`config.mk`:
```
export PLATFORM = sky130hd
export DESIGN_NAME = sadc_frame_seq
export DESIGN_NICKNAME = d
export VERILOG_FILES = /design/src/rtl/sadc_pkg.sv /design/src/rtl/sadc_clkgen.sv /design/src/rtl/sadc_framer.sv /design/src/rtl/sadc_shifter.sv /design/src/rtl/sadc_frame_seq.sv
export SDC_FILE = /design/constraint.sdc
export NUM_CORES = 1
export LEC_CHECK = 0
export BUFFER_PORTS_ARGS = -buffer_cell sky130_fd_sc_hd__buf_4
export CORE_MARGIN = 2
export CORE_UTILIZATION = 59
export DETAILED_ROUTE_END_ITERATION = 8
export PLACE_DENSITY = 0.81
export RECOVER_POWER = 25
export SKIP_CTS_REPAIR_TIMING = 1
export SKIP_LAST_GASP = 1
export SYNTH_ARGS = -nofsm -noshare
export SYNTH_HDL_FRONTEND = slang
export SYNTH_SLANG_ARGS = --single-unit
```
`constraint.sdc`:
```
create_clock -name clk -period 5.1 [get_ports clk]
set_input_delay 0.51 -clock clk [delete_from_list [all_inputs] [get_ports clk]]
set_output_delay 0.51 -clock clk [all_outputs]
set_load 0.05 [all_outputs]
```
`src/rtl/sadc_pkg.sv`:
```
package sadc_pkg;

    // Serial-clock periods from the start edge to the MSB period
    localparam int LEAD_PERIODS = 2;

    typedef struct packed {
        logic rise;   // sclk rises on this system-clock edge
        logic fall;   // sclk falls on this system-clock edge
    } sclk_evt_t;

    typedef struct packed {
        logic take;   // shift the data line in on this edge
        logic last;   // this is the final bit of the word
    } cap_ctl_t;

    function automatic int last_bit_period(input int res_bits);
        return LEAD_PERIODS + res_bits - 1;
    endfunction

endpackage

```
`src/rtl/sadc_clkgen.sv`:
```
module sadc_clkgen
    import sadc_pkg::*;
#(
    parameter int SCLK_DIV = 4
) (
    input  logic      clk,
    input  logic      rst,
    output logic      sclk_o,
    output sclk_evt_t evt_o
);
    localparam int PW = (SCLK_DIV > 2) ? $clog2(SCLK_DIV) : 1;
    localparam int HALF = SCLK_DIV / 2;
    localparam logic [PW-1:0] PH_LAST = PW'(SCLK_DIV - 1);
    localparam logic [PW-1:0] PH_MID  = PW'(HALF - 1);

    logic [PW-1:0] ph_q;
    logic          sclk_q;

    always_ff @(posedge clk) begin
        if (rst) begin
            ph_q   <= '0;
            sclk_q <= 1'b0;
        end else begin
            ph_q <= (ph_q == PH_LAST) ? '0 : ph_q + PW'(1);
            if (ph_q == PH_LAST)
                sclk_q <= 1'b1;
            else if (ph_q == PH_MID)
                sclk_q <= 1'b0;
        end
    end

    always_comb begin
        evt_o.rise = (ph_q == PH_LAST);
        evt_o.fall = (ph_q == PH_MID);
    end

    assign sclk_o = sclk_q;
endmodule

```
`src/rtl/sadc_framer.sv`:
```
module sadc_framer
    import sadc_pkg::*;
#(
    parameter int FRAME_LEN = 18,
    parameter int RES_BITS  = 14
) (
    input  logic      clk,
    input  logic      rst,
    input  logic      en,
    input  sclk_evt_t evt_i,
    output logic      conv_o,
    output cap_ctl_t  cap_o
);
    localparam int CW = $clog2(FRAME_LEN);
    localparam logic [CW-1:0] CYC_LAST  = CW'(FRAME_LEN - 1);
    localparam logic [CW-1:0] BIT_FIRST = CW'(LEAD_PERIODS);
    localparam logic [CW-1:0] BIT_LAST  = CW'(last_bit_period(RES_BITS));

    logic [CW-1:0] cyc_q;
    logic          active_q;
    logic          conv_q;

    always_ff @(posedge clk) begin
        if (rst) begin
            cyc_q    <= '0;
            active_q <= 1'b0;
            conv_q   <= 1'b0;
        end else if (evt_i.rise) begin
            if (!active_q || cyc_q == CYC_LAST) begin
                cyc_q    <= '0;
                active_q <= en;
                conv_q   <= en;
            end else begin
                cyc_q  <= cyc_q + CW'(1);
                conv_q <= 1'b0;
            end
        end
    end

    always_comb begin
        cap_o.take = evt_i.fall && active_q &&
                     (cyc_q >= BIT_FIRST) && (cyc_q <= BIT_LAST);
        cap_o.last = cap_o.take && (cyc_q == BIT_LAST);
    end

    assign conv_o = conv_q;
endmodule

```
`src/rtl/sadc_shifter.sv`:
```
module sadc_shifter
    import sadc_pkg::*;
#(
    parameter int RES_BITS = 14
) (
    input  logic                clk,
    input  logic                rst,
    input  cap_ctl_t            cap_i,
    input  logic                sdi,
    output logic [RES_BITS-1:0] sample_o,
    output logic                valid_o
);
    logic [RES_BITS-1:0] sh_q;
    logic [RES_BITS-1:0] sample_q;
    logic                valid_q;

    always_ff @(posedge clk) begin
        if (rst) begin
            sh_q     <= '0;
            sample_q <= '0;
            valid_q  <= 1'b0;
        end else begin
            valid_q <= cap_i.last;
            if (cap_i.take)
                sh_q <= {sh_q[RES_BITS-2:0], sdi};
            if (cap_i.last)
                sample_q <= {sh_q[RES_BITS-2:0], sdi};
        end
    end

    assign sample_o = sample_q;
    assign valid_o  = valid_q;
endmodule

```
`src/rtl/sadc_frame_seq.sv`:
```
module sadc_frame_seq
    import sadc_pkg::*;
#(
    parameter int SCLK_DIV  = 4,
    parameter int FRAME_LEN = 18,
    parameter int RES_BITS  = 14
) (
    input  logic                clk,
    input  logic                rst,
    input  logic                en,
    input  logic                sdi,
    output logic                sclk_o,
    output logic                conv_o,
    output logic [RES_BITS-1:0] sample_o,
    output logic                valid_o
);
    sclk_evt_t evt;
    cap_ctl_t  cap;

    sadc_clkgen #(.SCLK_DIV(SCLK_DIV)) u_clkgen (
        .clk    (clk),
        .rst    (rst),
        .sclk_o (sclk_o),
        .evt_o  (evt)
    );

    sadc_framer #(.FRAME_LEN(FRAME_LEN), .RES_BITS(RES_BITS)) u_framer (
        .clk    (clk),
        .rst    (rst),
        .en     (en),
        .evt_i  (evt),
        .conv_o (conv_o),
        .cap_o  (cap)
    );

    sadc_shifter #(.RES_BITS(RES_BITS)) u_shifter (
        .clk      (clk),
        .rst      (rst),
        .cap_i    (cap),
        .sdi      (sdi),
        .sample_o (sample_o),
        .valid_o  (valid_o)
    );
endmodule

```
# Word-level counts from Yosys, hierarchy flattened

Index checks and enable logic that the tools add are counted.

Register bits after elaboration: 38
Bits of input ports: 4
Output and inout bits: 17
Logic and storage cells: 29

Add/subtract/negate cells: 2
$lt $le $gt $ge: 2
Equality and inequality tests: 4
Muxes and demuxes: 4
Reductions and logical operators: 9

Operators with widths:

| operator            | number |
|---|---|
| $add 5x1->5 const B | 1 |
| $eq 5x4->1 const B  | 1 |
| $eq 5x5->1 const B  | 1 |
| $ge 5x2->1 const B  | 1 |
| $le 5x4->1 const B  | 1 |
| $mux 5              | 1 |
| $logic_and 1x1->1   | 4 |
| $mux 1              | 3 |
| $add 2x1->2 const B | 1 |
| $eq 2x1->1 const B  | 1 |
| $eq 2x2->1 const B  | 1 |
| $reduce_and 2->1    | 1 |
| $reduce_bool 2->1   | 1 |
| $reduce_or 2->1     | 1 |
| $logic_not 1->1     | 1 |
| $logic_or 1x1->1    | 1 |

# Logic depth before layout (Yosys ltp)

Gate-level depths: netlist of the first run.

Depth after elaboration: 5
Depth in mapped cells: 9
Mapped depth without buffers: 7

# Hierarchy

A second synthesis of the first run with hierarchy kept.

Cell total of the unflattened synthesis: 150
Area, all modules: 1,550.2 um2

Modules (own cells, without submodules):

| module       | instances | cells an instance | area an instance (um2) | seq. area each (um2) |
|---|---|---|---|---|
| sadc_shifter | 1         | 90                | 1,011.0                | 560.5 |
| sadc_framer  | 1         | 49                | 421.7                  | 140.1 |
| sadc_clkgen  | 1         | 11                | 117.6                  | 60.1 |

# Least setup slack after synthesis of the first run

Ideal clock, no wire load.

Path kind: register to register
Start: register u_framer.cyc_q[1]
End: register u_shifter.sample_q[0] (netlist: u_shifter.sample_o[0])
Setup time: 119 ps
Data arrival time: 1,569 ps
Required time: 4,981 ps
Path slack: 3,412 ps
Cell stages (with the launch flop): 10
Path buffers: 2
Clock period less this slack: 1,688 ps
Path through: dfxtp_1 > ha_1 > and3_1 > ha_1 > inv_1 > a211o_1 > buf_6 > buf_6 > nand3b_1 > o21ai_1

Word-level cells in the longest chain between the ends: 4
Elaborated cells between the ends (all ways): 6
Those cells by class: order compare: 2; eq/ne: 1; reduce/logical: 3

RTL lines:

| element                | RTL line           | source |
|---|---|---|
| from (decl)            | sadc_framer.sv:19  | `logic [CW-1:0] cyc_q;` |
| from (signal assigned) | sadc_framer.sv:34  | `cyc_q <= cyc_q + CW'(1);` |
| $ge 5x2->1             | sadc_framer.sv:42  | `(cyc_q >= BIT_FIRST) && (cyc_q <= BIT_LAST);` |
| $logic_and 1x1->1      | sadc_framer.sv:41  | `cap_o.take = evt_i.fall && active_q &&` |
| $logic_and 1x1->1      | sadc_framer.sv:42  |  |
| $logic_and 1x1->1 *    | sadc_framer.sv:43  | `cap_o.last = cap_o.take && (cyc_q == BIT_LAST);` |
| to (signal assigned)   | sadc_shifter.sv:27 | `sample_q <= {sh_q[RES_BITS-2:0], sdi};` |
| to (decl)              | sadc_shifter.sv:14 | `logic [RES_BITS-1:0] sample_q;` |

Mark *: on every way between the ends. The rest lies on a longest branch, timed or not.
A chain may end at the register's enable or synchronous reset.

# Worst setup path in the final report of the first run

Start: register u_framer.cyc_q[1]
End: register u_shifter.sample_q[4] (netlist: u_shifter.sample_o[4])

The elaborated chain is that of the path after synthesis.

==> impl_metrics.csv, run 1 <==
group,metric,value,unit
power_and_ir_drop,p_leak,0.000636,µW
cells_and_area,finalNonFillerCells,203,
timing,finalSetupViolations,0,
timing,fin_setup_tns,0,ps
hold_path,min-delay-start,"sdi",
detailed_routing,drtIter0Drc,20,
synthesis,syn_avg_cell_area,10.1,µm²
place,globalplace.congestion,0.807,
synthesis,async_reset_ff_share,0,%
setup_path,cp_num_buf_inv,1,
setup_path,cp_max_fo,29,
cells_and_area,drive_gt1_share,15.0,%
synthesis,syn_inst,154,
detailed_routing,vias,1103,
clock_tree,cts_tree,"built",
clock_tree,cts_buffers,5,
setup_path,crit_required,5330,ps
synthesis,syn_area,1550,µm²
floorplanning,rows,18,
setup_path,path_common_cell,"ha_1",
place,dp_cells,195,
synthesis,synth_seq_area_share,49.1,%
status,status,"completed",
cells_and_area,syn_to_final_growth,13.2,%
clock_tree,htree_levels,2,
grt,grt_max_degree,41,
grt,grt_pass1_vias,1018,
setup_path,max_stage_delay,620,ps
timing,period_share,41.7,%
floorplanning,fp.dieW,55.2,µm
floorplanning,core-area,2480,µm²
timing,clock_skew,11.6,ps
timing,hold_viol,0,
power_and_ir_drop,power_density,332,nW/µm²
place,dp_hpwl,1710,µm
cells_and_area,n_antenna_cell,0,
timing,slew_violations,0,
detailed_routing,vias_per_cell,5.43,
hold_path,min_to,"u_shifter.sample_o[0]",
floorplanning,die_area,3050,µm²
setup_path,rr_worst_depth,7,
detailed_routing,wl,2640,µm
synthesis,ys_warn_count,0,
setup_path,worstPathCellList,"ha_1 -> and3_1 -> ha_1 -> inv_1 -> a211o_1 -> nand3b_1 -> o21ai_2",
synthesis,ys.flop_type,"dfxtp_1",
synthesis,synth-edff-count,0,
setup_path,path_class,"reg -> reg",
synthesis,synth-seq-cells,38,
setup_path,rr_endpoint,"u_shifter.sample_o[4]",
clock_tree,cts.clk_slew.worst_paths,120,ps
synthesis,yosysUniqueCellTypes,27,
clock_tree,cts_buffer_depth,2,
timing,slew_headroom,37.8,%
timing,fin_ws,2970,ps
run,max-cap-violations,0,
place,port_buffers,20,
setup_path,cp.arrival,2350,ps
setup_path,cp-start-kind,"flop",
detailed_routing,remaining_drc_errors,0,
timing,fmax,0.470,GHz
clock_tree,worstSkewPairLatency,360,ps
timing,rsz0062_at_grt,"no",
clock_tree,cts.sinks,38,
grt,track_usage,19.0,%
grt,antenna_found_initial,0,
setup_path,rr_startpoint,"u_framer.cyc_q[1]",
setup_path,cp_top_family,"compound AO/OA/AOI/OAI gates",
setup_path,r2r_setup_slack,2970,ps
floorplanning,ios,21,
detailed_routing,wl_per_cell,13.0,µm
place,dp_worst_setup_slack,3010,ps
cells_and_area,stdcell_area,1750,µm²
clock_tree,cts_root_buffer,"clkbuf_4",
setup_path,endpoint_kind,"flop",
detailed_routing,antenna_left,0,
timing,worst_pin_slew,933,ps
grt,overflow,0,
timing,min_period,2130,ps
floorplanning,fp.dieH,55.2,µm
setup_path,critPathSlowestCell,"a211o_1",
setup_path,critPathLaunch,"u_framer.cyc_q[1]",
grt,grt_pass1_wl,4520,µm
hold_path,hold_path.class,"in -> reg",
place,place_area,1680,µm²
synthesis,synth_fp_nets,164,
power_and_ir_drop,ir_drop,0.358,mV
floorplanning,initial_utilization,62.5,%
hold_path,whs_path_depth,3,
cells_and_area,layout.nets,182,
detailed_routing,firstDrtPassIters,4,
## registers in the layout, indices dropped and copies added (netlist names)
register	count
u_shifter.sample_o	14
u_shifter.sh_q	13
u_framer.cyc_q	5
u_clkgen.ph_q	2
u_clkgen.sclk_o	1
u_framer.active_q	1
u_framer.conv_o	1
u_shifter.valid_o	1
## layout by cell type, fill, tap and decap left out, types with 2 or more instances in the layout
master	count
nand3_1	2
nand2_1	5
nand2b_1	15
nor2_1	3
o21ai_2	5
a21oi_1	8
mux2i_1	13
nand3b_1	14
nor2b_1	2
buf_4	12
dfxtp_1	38
nor3_1	3
and3_1	2
inv_1	7
ha_1	6
o21ai_0	4
o21ai_1	9
or3_1	2
clkbuf_4	5
clkbuf_1	8
bufinv_16	2
## synth_stat cells (4+ instances only)
master    instances  area [µm²]
ha_1              6        75.1
nand2_1           5        18.8
clkbuf_1          4        15.0
o21ai_2           5        43.8
nand2b_1         15        93.8
dfxtp_1          38         761
a21oi_1           8        40.0
mux2i_1          13         130
o21ai_1           9        45.0
inv_1             7        26.3
o21ai_0           4        20.0
nand3b_1         14         105
## power breakdown
part | leakage [µW] | internal (µW) | switching, µW
clock | 0.0000554 | 153 | 105
combinational | 0.000274 | 9.18 | 12.9
sequential | 0.000307 | 300 | 1.93
total | 0.000636 | 462 | 120
## worst max-delay path by stage
stage | to | slack (ps) | depth (start not counted)
6_report | u_shifter.sample_o[4] | 2970 | 7
4_1_cts | u_shifter.sample_o[10] | 2970 | 7
5_1_grt | u_shifter.sample_o[4] | 2750 | 7
2_1_floorplan | u_shifter.sample_o[0] | 3410 | 9
3_5_place_dp | u_shifter.sample_o[13] | 3010 | 7
3_3_place_gp | u_shifter.sample_o[6] | 3100 | 7
## cell type report
| cell class | instances | area [µm²] |
|---|---|---|
| Sequential cell | 38 | 761 |
| Fill cell | 204 | 723 |
| Multi-Input combinational cell | 100 | 703 |
| Timing Repair Buffer | 20 | 120 |
| Clock inverter | 3 | 68.8 |
| Clock buffer | 5 | 37.5 |
| Tap cell | 30 | 37.5 |
| Inverter | 7 | 26.3 |
## metrics by stage
step / hold WS, ps / total power [µW] / util [%]
4_1_cts: 442 / 585 / 72.0
6_report: 451 / 582 / 70.8
2_1_floorplan: 426 / 325 / -
3_3_place_gp: 436 / 330 / 67.7
5_1_grt: 445 / 601 / 70.8
3_5_place_dp: 461 / 331 / 67.7
## cells by family (layout without fill, tap and decap cells)
logic type | count (synthesis) | count (layout) | synth area share (%)
AOI/OAI and AO/OA | 32 | 32 | 12.8
adders and majority gates | 6 | 6 | 4.85
buffers and inverters | 16 | 35 | 5.49
DFF | 38 | 38 | 49.1
muxes | 13 | 13 | 8.40
and+or+nand+nor | 49 | 49 | 19.3
## worst register-to-register path, stage by stage, from the launching register on
cell and delay, ps:
dfxtp_1 440, ha_1 210, and3_1 180, ha_1 180
inv_1 50, a211o_1 620, nand3b_1 260, o21ai_2 70
## metal layers
metal | GRT usage [%] | part of all wire [%]
met3 | 5.15 | 3.8
met2 | 28.7 | 45
met5 | 0 | 0
met1 | 23.6 | 49
met4 | 12.5 | 2.5
Power figures use the tool's default switching activity.
==> run 2: changes to the inputs <==
--- a/config.mk
+++ b/config.mk
@@ -7,9 +7,9 @@
 export LEC_CHECK = 0
 export BUFFER_PORTS_ARGS = -buffer_cell sky130_fd_sc_hd__buf_4
 export CORE_MARGIN = 2
-export CORE_UTILIZATION = 59
+export CORE_UTILIZATION = 55
 export DETAILED_ROUTE_END_ITERATION = 8
-export PLACE_DENSITY = 0.81
+export PLACE_DENSITY = 0.77
 export RECOVER_POWER = 25
 export SKIP_CTS_REPAIR_TIMING = 1
 export SKIP_LAST_GASP = 1
==> constraint.sdc (replaced) <==
create_clock -name clk -period 2 [get_ports clk]
set_input_delay 0.2 -clock clk [delete_from_list [all_inputs] [get_ports clk]]
set_output_delay 0.2 -clock clk [all_outputs]
set_load 0.05 [all_outputs]
==> run 2 against run 1 <==
Effect of this change:
- total power rose by 110%
- wire length grew 3.0%
- highest routed layer unchanged
- clock-buffer cell count increased by 1
- critical path depth up 1
- first-iteration DRC count is 55% higher
- critical endpoint is now u_shifter.sample_o[3]
- sequential power grew to 2.5 times the previous value
- largest power group unchanged
- combinational power increased to 2.5 times the previous value
- sequential share of layout area grew 1.5 points
- flip-flop and latch count is the same
- non-clock buffer count rose by 1
- cell area shrank 3.1%
==> impl_metrics.csv, run 2 (synthesis results as in run 1) <==
group,metric,value,unit
status,status,"completed",
setup_path,r2r_setup_slack,170,ps
detailed_routing,wl_per_cell,13.4,µm
clock_tree,cts_tree,"built",
clock_tree,cts.sinks,38,
power_and_ir_drop,power_density,708,nW/µm²
timing,fmax,0.546,GHz
timing,period_share,91.6,%
grt,overflow,0,
detailed_routing,firstDrtPassIters,4,
floorplanning,die_area,3260,µm²
place,dp_hpwl,1860,µm
setup_path,path_common_cell,"ha_1",
timing,worst_pin_slew,618,ps
floorplanning,rows,19,
timing,min_period,1830,ps
setup_path,rr_worst_depth,8,
cells_and_area,final_common_cell,"dfxtp_1",
detailed_routing,vias,1120,
floorplanning,core-area,2710,µm²
setup_path,worstPathCellList,"ha_1 -> and3_1 -> ha_1 -> inv_1 -> a211o_1 -> buf_4 -> nand3b_1 -> o21ai_2",
clock_tree,cts_root_buffer,"clkbuf_4",
setup_path,cp_max_fo,29,
setup_path,cp.arrival,2060,ps
power_and_ir_drop,ir_drop,0.701,mV
detailed_routing,remaining_drc_errors,0,
setup_path,critPathSlowestCell,"dfxtp_2",
timing,slew_violations,0,
cells_and_area,final_cell_mix,"dfxtp_1, nand2b_1, nand3b_1, mux2i_1, clkbuf_1",
grt,track_usage,18.6,%
setup_path,cp-start-kind,"flop",
detailed_routing,antenna_left,0,
detailed_routing,vias_per_cell,5.52,
floorplanning,fp.dieH,57.1,µm
setup_path,cp-endpoint,"u_shifter.sample_o[3]",
clock_tree,cts.clk_slew.worst_paths,100,ps
run,max-cap-violations,0,
timing,rsz0062_at_grt,"no",
place,globalplace.congestion,0.702,
clock_tree,cts_buffers,5,
clock_tree,htree_levels,2,
grt,grt_max_degree,41,
cells_and_area,n_antenna_cell,0,
detailed_routing,drtIter0Drc,31,
floorplanning,ios,21,
cells_and_area,layout.nets,183,
cells_and_area,syn_to_final_growth,9.77,%
timing,slew_headroom,59.0,%
clock_tree,cts_buffer_depth,2,
floorplanning,fp.dieW,57.1,µm
timing,hold_ws,161,ps
setup_path,crit_required,2230,ps
grt,grt_pass1_vias,1081,
setup_path,path_class,"reg -> reg",
setup_path,endpoint_kind,"flop",
power_and_ir_drop,p_leak,0.000604,µW
cells_and_area,largest_reg_flops,14,
clock_tree,worstSkewPairLatency,330,ps
timing,clock_skew,5.17,ps
hold_path,hold_path.class,"in -> reg",
timing,finalSetupViolations,0,
detailed_routing,wl,2720,µm
grt,grt_pass1_wl,4750,µm
timing,hold_viol,0,
setup_path,rr_startpoint,"u_framer.cyc_q[1]",
cells_and_area,drive_gt1_share,14.5,%
place,port_buffers,20,
floorplanning,initial_utilization,57.2,%
setup_path,critPathLaunch,"u_framer.cyc_q[1]",
setup_path,max_stage_delay,390,ps
timing,fin_setup_tns,0,ps
grt,antenna_found_initial,0,
setup_path,rr_endpoint,"u_shifter.sample_o[3]",
==> run 2: critical path: cells and delay by family, from the launching register on <==
family,cells,cell delay (ps)
DFF,1,390
AOI/OAI and AO/OA,2,320
and+or+nand+nor,2,340
adders and majority gates,2,400
buffers and inverters,2,280
==> run 2: how the worst min path moves through the flow <==
stage,start,end,slack [ps],depth (start not counted)
finish,sdi,u_shifter.sample_o[0],160,3
floorplan,sdi,u_shifter.sample_o[0],370,2
detailed placement,u_clkgen.ph_q[0],u_clkgen.ph_q[0],460,1
global route,sdi,u_shifter.sample_o[0],160,3
global placement,u_clkgen.ph_q[0],u_clkgen.ph_q[0],440,1
CTS,en,u_framer.active_q,150,3
==> run 2: layout make-up <==
cell class	instances	area, µm²
fill	245	1010
sequential	38	763
multi-input combinational	100	704
timing repair buffer	21	116
clock buffer	6	51.3
tap	31	38.8
inverter	7	26.3
==> run 2: through the flow <==
step	cell area [µm²]	cells	total power [µW]	setup WS (ps)	utilization, %
after detailed placement	1690	197	844	116	62.2
after CTS	1740	203	1220	72.7	64.1
after global routing	1700	203	1260	38.6	62.7
after floorplan	1550	154	829	312	-
after global placement	1690	197	843	259	62.2
final	1700	203	1200	169	62.7
==> run 2: where the power goes <==
group          switching (µW)  internal, µW
clock                     222           158
combinational            32.9          22.4
sequential               4.80           764
==> run 2: per-layer routing <==
metal	global-route usage (%)	vias to the layer above	share of wire [%]
li1	-	572	-
met1	24.1	518	47
met2	28.7	28	46
met3	7.03	2	5.7
met4	6.64	0	0.88
met5	0	-	0
==> run 3: changes to the inputs <==
--- a/config.mk
+++ b/config.mk
@@ -7,9 +7,11 @@
 export LEC_CHECK = 0
 export BUFFER_PORTS_ARGS = -buffer_cell sky130_fd_sc_hd__buf_4
 export CORE_MARGIN = 2
-export CORE_UTILIZATION = 55
+export CORE_UTILIZATION = 58
+export CTS_BUF_LIST = sky130_fd_sc_hd__clkbuf_8
 export DETAILED_ROUTE_END_ITERATION = 8
-export PLACE_DENSITY = 0.77
+export GPL_TIMING_DRIVEN = 0
+export PLACE_DENSITY = 0.8
 export RECOVER_POWER = 25
 export SKIP_CTS_REPAIR_TIMING = 1
 export SKIP_LAST_GASP = 1
==> run 3 against run 2 <==
Effect of this change:
- sequential share of layout area shrank 2.2 points
- maximum frequency fell by 2.8%
- global-route usage increased by 4.2 points
- utilization up 8.6 points
- hold slack improved by 41 ps
- highest routed layer unchanged
==> impl_metrics.csv, run 3 (synthesis results as in run 1) <==
group,metric,value,unit
status,status,"completed",
grt,grt_pass1_wl,5450,µm
power_and_ir_drop,p_leak,0.000647,µW
floorplanning,core-area,2500,µm²
detailed_routing,wl_per_cell,15.8,µm
grt,grt_pass1_vias,1173,
detailed_routing,vias,1196,
cells_and_area,drive_gt1_share,14.8,%
power_and_ir_drop,total_power,1370,µW
floorplanning,die_area,3100,µm²
grt,overflow,0,
clock_tree,cts_buffers,5,
detailed_routing,firstDrtPassIters,4,
setup_path,r2r_setup_slack,120,ps
power_and_ir_drop,power_density,768,nW/µm²
timing,fin_setup_tns,0,ps
setup_path,cp.arrival,2060,ps
setup_path,cp_top_family,"flip-flops",
run,max-cap-violations,0,
setup_path,rr_endpoint,"u_shifter.sample_o[11]",
setup_path,crit_required,2180,ps
setup_path,cp_max_fo,10,
cells_and_area,n_antenna_cell,0,
cells_and_area,syn_to_final_growth,15.2,%
clock_tree,cts_root_buffer,"clkbuf_8",
grt,grt_max_degree,12,
detailed_routing,vias_per_cell,5.64,
clock_tree,cts.clk_slew.worst_paths,80,ps
clock_tree,cts_tree,"built",
cells_and_area,fill_cells,197,
timing,finalSetupViolations,0,
cells_and_area,stdcell_area,1780,µm²
hold_path,hold_path.class,"in -> reg",
timing,period_share,94.2,%
timing,rsz0062_at_grt,"no",
timing,min_period,1880,ps
setup_path,endpoint_kind,"flop",
clock_tree,cts.sinks,38,
grt,antenna_found_initial,0,
hold_path,min_to,"u_shifter.sample_o[0]",
detailed_routing,remaining_drc_errors,0,
setup_path,worstPathCellList,"ha_1 -> and3_1 -> ha_1 -> inv_1 -> a211o_1 -> buf_6 -> buf_6 -> nand3b_1 -> o21ai_1",
place,globalplace.congestion,0.814,
place,dp_hpwl,2150,µm
detailed_routing,wl,3350,µm
timing,fmax,0.531,GHz
place,place_area,1740,µm²
setup_path,cp_num_buf_inv,3,
timing,worst_pin_slew,611,ps
detailed_routing,drtIter0Drc,21,
setup_path,cp-start-kind,"flop",
timing,slew_violations,0,
setup_path,rr_worst_depth,9,
setup_path,path_class,"reg -> reg",
detailed_routing,antenna_left,0,
setup_path,rr_startpoint,"u_framer.cyc_q[0]",
clock_tree,htree_levels,2,
cells_and_area,largest_reg_flops,14,
floorplanning,ios,21,
floorplanning,fp.dieH,55.7,µm
floorplanning,rows,18,
floorplanning,fp.dieW,55.7,µm
cells_and_area,layout.nets,191,
place,port_buffers,20,
grt,track_usage,22.8,%
timing,hold_viol,0,
setup_path,max_stage_delay,400,ps
clock_tree,cts_buffer_depth,2,
timing,clock_skew,7.01,ps
clock_tree,worstSkewPairLatency,290,ps
hold_path,min-delay-start,"sdi",
setup_path,critPathSlowestCell,"dfxtp_1",
setup_path,critPathLaunch,"u_framer.cyc_q[0]",
timing,slew_headroom,59.4,%
cells_and_area,final_common_cell,"dfxtp_1",
cells_and_area,final_cell_mix,"dfxtp_1, clkbuf_1, nand2b_1, nand3b_1, mux2i_1",
hold_path,whs_path_depth,3,
floorplanning,initial_utilization,62.0,%
power_and_ir_drop,ir_drop,0.609,mV
[run 3: stage by stage]
step	setup slack [ps]	instances	hold slack, ps	util, %
global route	23.5	212	189	71.4
global placement	175	204	436	69.5
CTS	115	212	191	73.1
detailed placement	144	204	453	69.5
finish	116	212	202	71.4
floorplan	312	154	368	-
[run 3: layout make-up]
| cell class | instances | area, µm² | area share [%] |
|---|---|---|---|
| Inverter | 7 | 26.3 | 1.47 |
| Multi-Input combinational cell | 100 | 703 | 39.4 |
| Timing Repair Buffer | 20 | 105 | 5.89 |
| Tap cell | 30 | 37.5 | 2.10 |
| Buffer | 9 | 58.8 | 3.30 |
| Sequential cell | 38 | 762 | 42.7 |
| Clock inverter | 2 | 8.76 | 0.491 |
| Clock buffer | 6 | 82.6 | 4.63 |
[run 3: routing by layer]
layer,up-vias,global-route usage (%),wire length [µm]
met5,-,0,0
met4,0,7.67,25
met3,5,7.44,132
met2,22,36.7,1680
met1,577,28.8,1510
li1,592,-,-
[run 3: power by group]
part	internal, µW	switching [µW]
Combinational	24.4	38.6
Sequential	764	5.88
Clock	273	264
[run 3: worst reg2reg max path, stage by stage, from the launching register on]
cell	delay, ps
dfxtp_1	400
ha_1	210
and3_1	180
ha_1	180
inv_1	50
a211o_1	290
buf_6	150
buf_6	150
nand3b_1	80
o21ai_1	60
[run 3: how the worst max path moves through the flow]
stage	cells past startpoint	endpoint	slack, ps
finish	9	u_shifter.sample_o[11]	120
global route	9	u_shifter.sample_o[12]	20
CTS	9	u_shifter.sample_o[11]	120
detailed placement	9	u_shifter.sample_o[12]	140
global placement	9	u_shifter.sample_o[13]	180
floorplan	9	u_shifter.sample_o[0]	310
